[src/rtl/uart_rx_ctrl.sv]
module uart_rx_ctrl #(
  parameter int DW = 8
) (
  input  logic          clk,
  input  logic          rst_n,
  input  logic          reg_wr,
  input  logic          reg_rd,
  input  logic [1:0]    reg_addr,
  input  logic [DW-1:0] reg_wdata,
  output logic [DW-1:0] reg_rdata,
  input  logic          frm_valid,
  input  logic [DW-1:0] frm_data,
  input  logic          frm_par,
  input  logic          frm_stop,
  output logic          tx_flush,
  output logic          rx_irq
);

  localparam logic [1:0] A_CTRL = 2'd0;
  localparam logic [1:0] A_MODE = 2'd1;
  localparam logic [1:0] A_STAT = 2'd2;
  localparam logic [1:0] A_DATA = 2'd3;
  localparam int PADW = DW - 4;

  logic          en, imode, pen, podd;
  logic          full, sh_valid, sh_par;
  logic          ovr, per, fer;
  logic [DW-1:0] buf_q, sh_data;

  wire wr_ctrl = reg_wr && reg_addr == A_CTRL;
  wire wr_mode = reg_wr && reg_addr == A_MODE;
  wire wr_stat = reg_wr && reg_addr == A_STAT;
  wire rd_data = reg_rd && reg_addr == A_DATA;
  wire drop    = wr_ctrl && en && !reg_wdata[0];
  wire move    = sh_valid && (!full || rd_data);
  wire par_bad = pen && ((^{sh_data, sh_par}) != podd);

  always_ff @(posedge clk or negedge rst_n) begin
    if (!rst_n) begin
      en <= 1'b0; imode <= 1'b0; pen <= 1'b0; podd <= 1'b0;
      full <= 1'b0; sh_valid <= 1'b0; sh_par <= 1'b0;
      ovr <= 1'b0; per <= 1'b0; fer <= 1'b0;
      buf_q <= '0; sh_data <= '0; tx_flush <= 1'b0;
    end else begin
      tx_flush <= drop;
      if (wr_ctrl) begin
        en <= reg_wdata[0];
        if (!en) imode <= reg_wdata[1];
      end
      if (wr_mode) {podd, pen} <= reg_wdata[1:0];
      if (drop || !en) begin
        full <= 1'b0; sh_valid <= 1'b0;
        ovr <= 1'b0; per <= 1'b0; fer <= 1'b0;
        buf_q <= '0;
      end else begin
        if (frm_valid) begin
          sh_data  <= frm_data;
          sh_par   <= frm_par;
          sh_valid <= 1'b1;
        end else if (move) begin
          sh_valid <= 1'b0;
        end
        if (move) begin
          buf_q <= sh_data;
          full  <= 1'b1;
        end else if (rd_data) begin
          full <= 1'b0;
        end
        ovr <= (ovr && !(wr_stat && reg_wdata[1])) || (frm_valid && sh_valid && !move);
        per <= (per && !(wr_stat && reg_wdata[2])) || (move && par_bad);
        fer <= (fer && !(wr_stat && reg_wdata[3])) || (frm_valid && !frm_stop);
      end
    end
  end

  always_comb begin
    case (reg_addr)
      A_CTRL:  reg_rdata = {{(DW-2){1'b0}}, imode, en};
      A_MODE:  reg_rdata = {{(DW-2){1'b0}}, podd, pen};
      A_STAT:  reg_rdata = {{PADW{1'b0}}, fer, per, ovr, full};
      default: reg_rdata = buf_q;
    endcase
  end

  assign rx_irq = en && (full || (imode && (ovr || per || fer)));

endmodule


[config.mk]
export PLATFORM = sky130hd
export DESIGN_NAME = uart_rx_ctrl
export DESIGN_NICKNAME = d
export VERILOG_FILES = /design/src/rtl/uart_rx_ctrl.sv
export SDC_FILE = /design/constraint.sdc
export NUM_CORES = 1
export LEC_CHECK = 0
export BUFFER_PORTS_ARGS = -buffer_cell sky130_fd_sc_hd__buf_4
export CAP_MARGIN = 20
export CORE_MARGIN = 3
export CORE_UTILIZATION = 45
export DETAILED_ROUTE_END_ITERATION = 10
export HOLD_SLACK_MARGIN = 0.12
export MAX_ROUTING_LAYER = met4
export PLACE_DENSITY = 0.77
export SLEW_MARGIN = 0
export SYNTH_ARGS = -nofsm -noshare
export SYNTH_HDL_FRONTEND = slang
export SYNTH_SLANG_ARGS = --single-unit
[constraint.sdc]
create_clock -name clk -period 2.85 [get_ports clk]
set_input_delay 0.57 -clock clk [delete_from_list [all_inputs] [get_ports clk]]
set_output_delay 0.57 -clock clk [all_outputs]
set_load 0.02 [all_outputs]
==> metrics.txt <==
MaxCap Viol Count=0; Area Growth Syn to Fin=22.0%; Crit path depth=2; CP endpoint=reg_rdata[0]; unrepaired setup endpoints after global routing=false; worst path required time=2280 ps; final hold vios=0; Slew HR=77.1%; part of the cycle the worst path needs=70.8%; Post-synth EDFFs=0; routed length on met3=164 um; r2r worst-path depth=4; FMAX=496 MHz; Cell Chain, Critical Path=mux4_2 > buf_4; H-tree Lvls=1; setup slack, reg-to-reg=1460 ps; met1 WL=1200 um; Synth Register Bits=27; register area=676 um2; Syn Inst Count=108; commonest cells in the netlist=27 x dfrtp_1, 13 x mux2_2, 12 x nor2_1; P_leak=0.000757 uW; Buffers on Ports=30; DR top layer=met4; CP Launch Type=flip-flop; Detail Placement HPWL=2060 um; initial core utilization=48.0%; core area=2780 um2; PnR worst setup slack=833 ps; area fraction of the dominant cell type after synthesis=50.7%; total track usage=16.6%; Layout fillers=237; run status=finished, final reports clean; Synth area leader=dfrtp_1; antenna cell count=0; hold buffer count at CTS=0; WS Path Type=flip-flop to output pin; drc violations=0; global placement routability congestion=0.830; Buf/Inv on CP=1; wire per inst=15.9 um; most common cell in the netlist=dfrtp_1; Worst Setup SP=en; routed via count=942; Antenna Nets Post-Route=0; Setup-failing EPs final=0; Inserted Clock Buffers=3; Least-Margin Pin Slew=344 ps; Root Driver=clkbuf_4; clk buf depth=2; Die ar.=3650 um2; Reg-to-Reg End=per; footprint of the multi-input gates=638 um2; synth unique cells=28; Synth Flop Type=dfrtp_1; reg-to-reg startpoint=sh_data[2]; met2 wire length=1320 um; largest net degree at the start of global routing=28; Seq/Total Area, Yosys=50.7%; syn avg cell area=12.3 um2; TritonRoute pass-1 iters=4; Setup WS pre-CTS=840 ps; CTS tree=built; Largest stage delay, worst path=480 ps; ys async rst share=100%; Rows=19; worst-path maximum fanout=7; minimum clock period=2020 ps; number of global-route vias before repair=967; Worst VDD drop=0.412 mV; global route total overflow=0; Reg clk slew, reported paths=150 ps; hold crit path type=primary input to async pin; Fin Setup TNS=0 ps; Worst-Skew Late Latency=330 ps; Via density=5.48; final WL=2740 um; pins over their slew limit=0; crit path capture type=output pin; synthesized cell area=1330 um2; DRC marker count from the first detailed-route iteration=14; syn nets=133; first-pass GRT wire length=4330 um; Synth area leaders=dfrtp_1 51%, mux2_2 11%, mux2i_1 7.5%, xnor2_1 3.9%, mux4_2 3.4%; Die X-Extent=60.4 um; CTS Sinks=27; Ports=35; Top Family by Delay on Critical Path=flip-flops; YS warnings=0; Final nets=167; skew final=15.0 ps; Crit-path slowest cell=dfrtp_1; antenna violations before repair=0; PwrDens=660 nW/um2; post_cts resized=0; layout cells sized above 1=39.0%; WP data arrival=1450 ps; Post-CTS Setup Bufs=0; Die Ht=60.4 um
==> report_power, final <==
group	internal, uW	switching [uW]	leakage (uW)
logic	227	156	0.000395
clock network	52.6	110	0.0000177
registers	459	69.5	0.000344
==> cell families after synthesis <==
| family | synth area share (%) |
|---|---|
| compound gates | 5.25 |
| xor+xnor | 5.63 |
| buf+inv | 1.50 |
| flops | 50.7 |
| mux | 21.9 |
| simple gates | 15.1 |
==> worst min-delay path by stage <==
stage / start / to / slack, ps / depth (start not counted)
2_1_floorplan: rst_n / buf_q[0] / 270 / 0
3_3_place_gp: rst_n / tx_flush / 500 / 1
3_5_place_dp: rst_n / tx_flush / 500 / 1
4_1_cts: rst_n / tx_flush / 130 / 1
5_1_grt: rst_n / tx_flush / 120 / 1
6_report: rst_n / tx_flush / 120 / 1
==> through the flow <==
stage          util, %  hold WS, ps  area [um2]  std cells  power, uW
5_1_grt           58.5          121        1630        172       1140
4_1_cts           58.5          129        1630        172       1090
3_3_place_gp      57.5          496        1600        168        901
3_5_place_dp      57.5          504        1600        168        928
6_report          58.5          119        1630        172       1070
2_1_floorplan        -          274        1330        108        802
==> per-layer routing <==
metal,track usage (%),vias up
li1,-,448
met1,21.4,460
met2,26.2,28
met3,2.55,6
met4,6.81,0
met5,-,-
==> flip-flops by register name, summed over array words and instances, names as in the netlist <==
| signal | cells |
|---|---|
| buf_q | 8 |
| en | 1 |
| fer | 1 |
| full | 1 |
| imode | 1 |
| ovr | 1 |
| pen | 1 |
| per | 1 |
| podd | 1 |
| sh_data | 8 |
| sh_par | 1 |
| sh_valid | 1 |
| tx_flush | 1 |
==> area by class of cell <==
class                      instances  share of cell area, %
sequential                        27                   41.5
tap                               31                   2.38
clock inverter                     1                  0.307
timing repair buffer              33                   15.2
clock buffer                       3                   1.38
multi-input combinational         77                   39.2
==> placed cells by master (no fill, tap or decap) <==
cell type and instances:
a21oi_1 4, nand2_8 1, dfrtp_1 27, o21a_4 1
xnor3_1 1, nor2_1 12, mux2_2 13, clkinv_2 1
o21a_1 1, a31oi_1 1, nor2b_1 3, nor3b_1 1
and3b_1 1, buf_4 33, mux4_2 2, nand4_1 2
nand3_1 3, nand3b_1 1, nand2_1 5, o31a_1 1
nand4bb_1 1, a21boi_0 1, o21ai_0 1, mux2i_1 10
or3b_4 1, clkbuf_4 3, xnor2_1 6, and3_1 4
(Power assumes the default switching activity.)
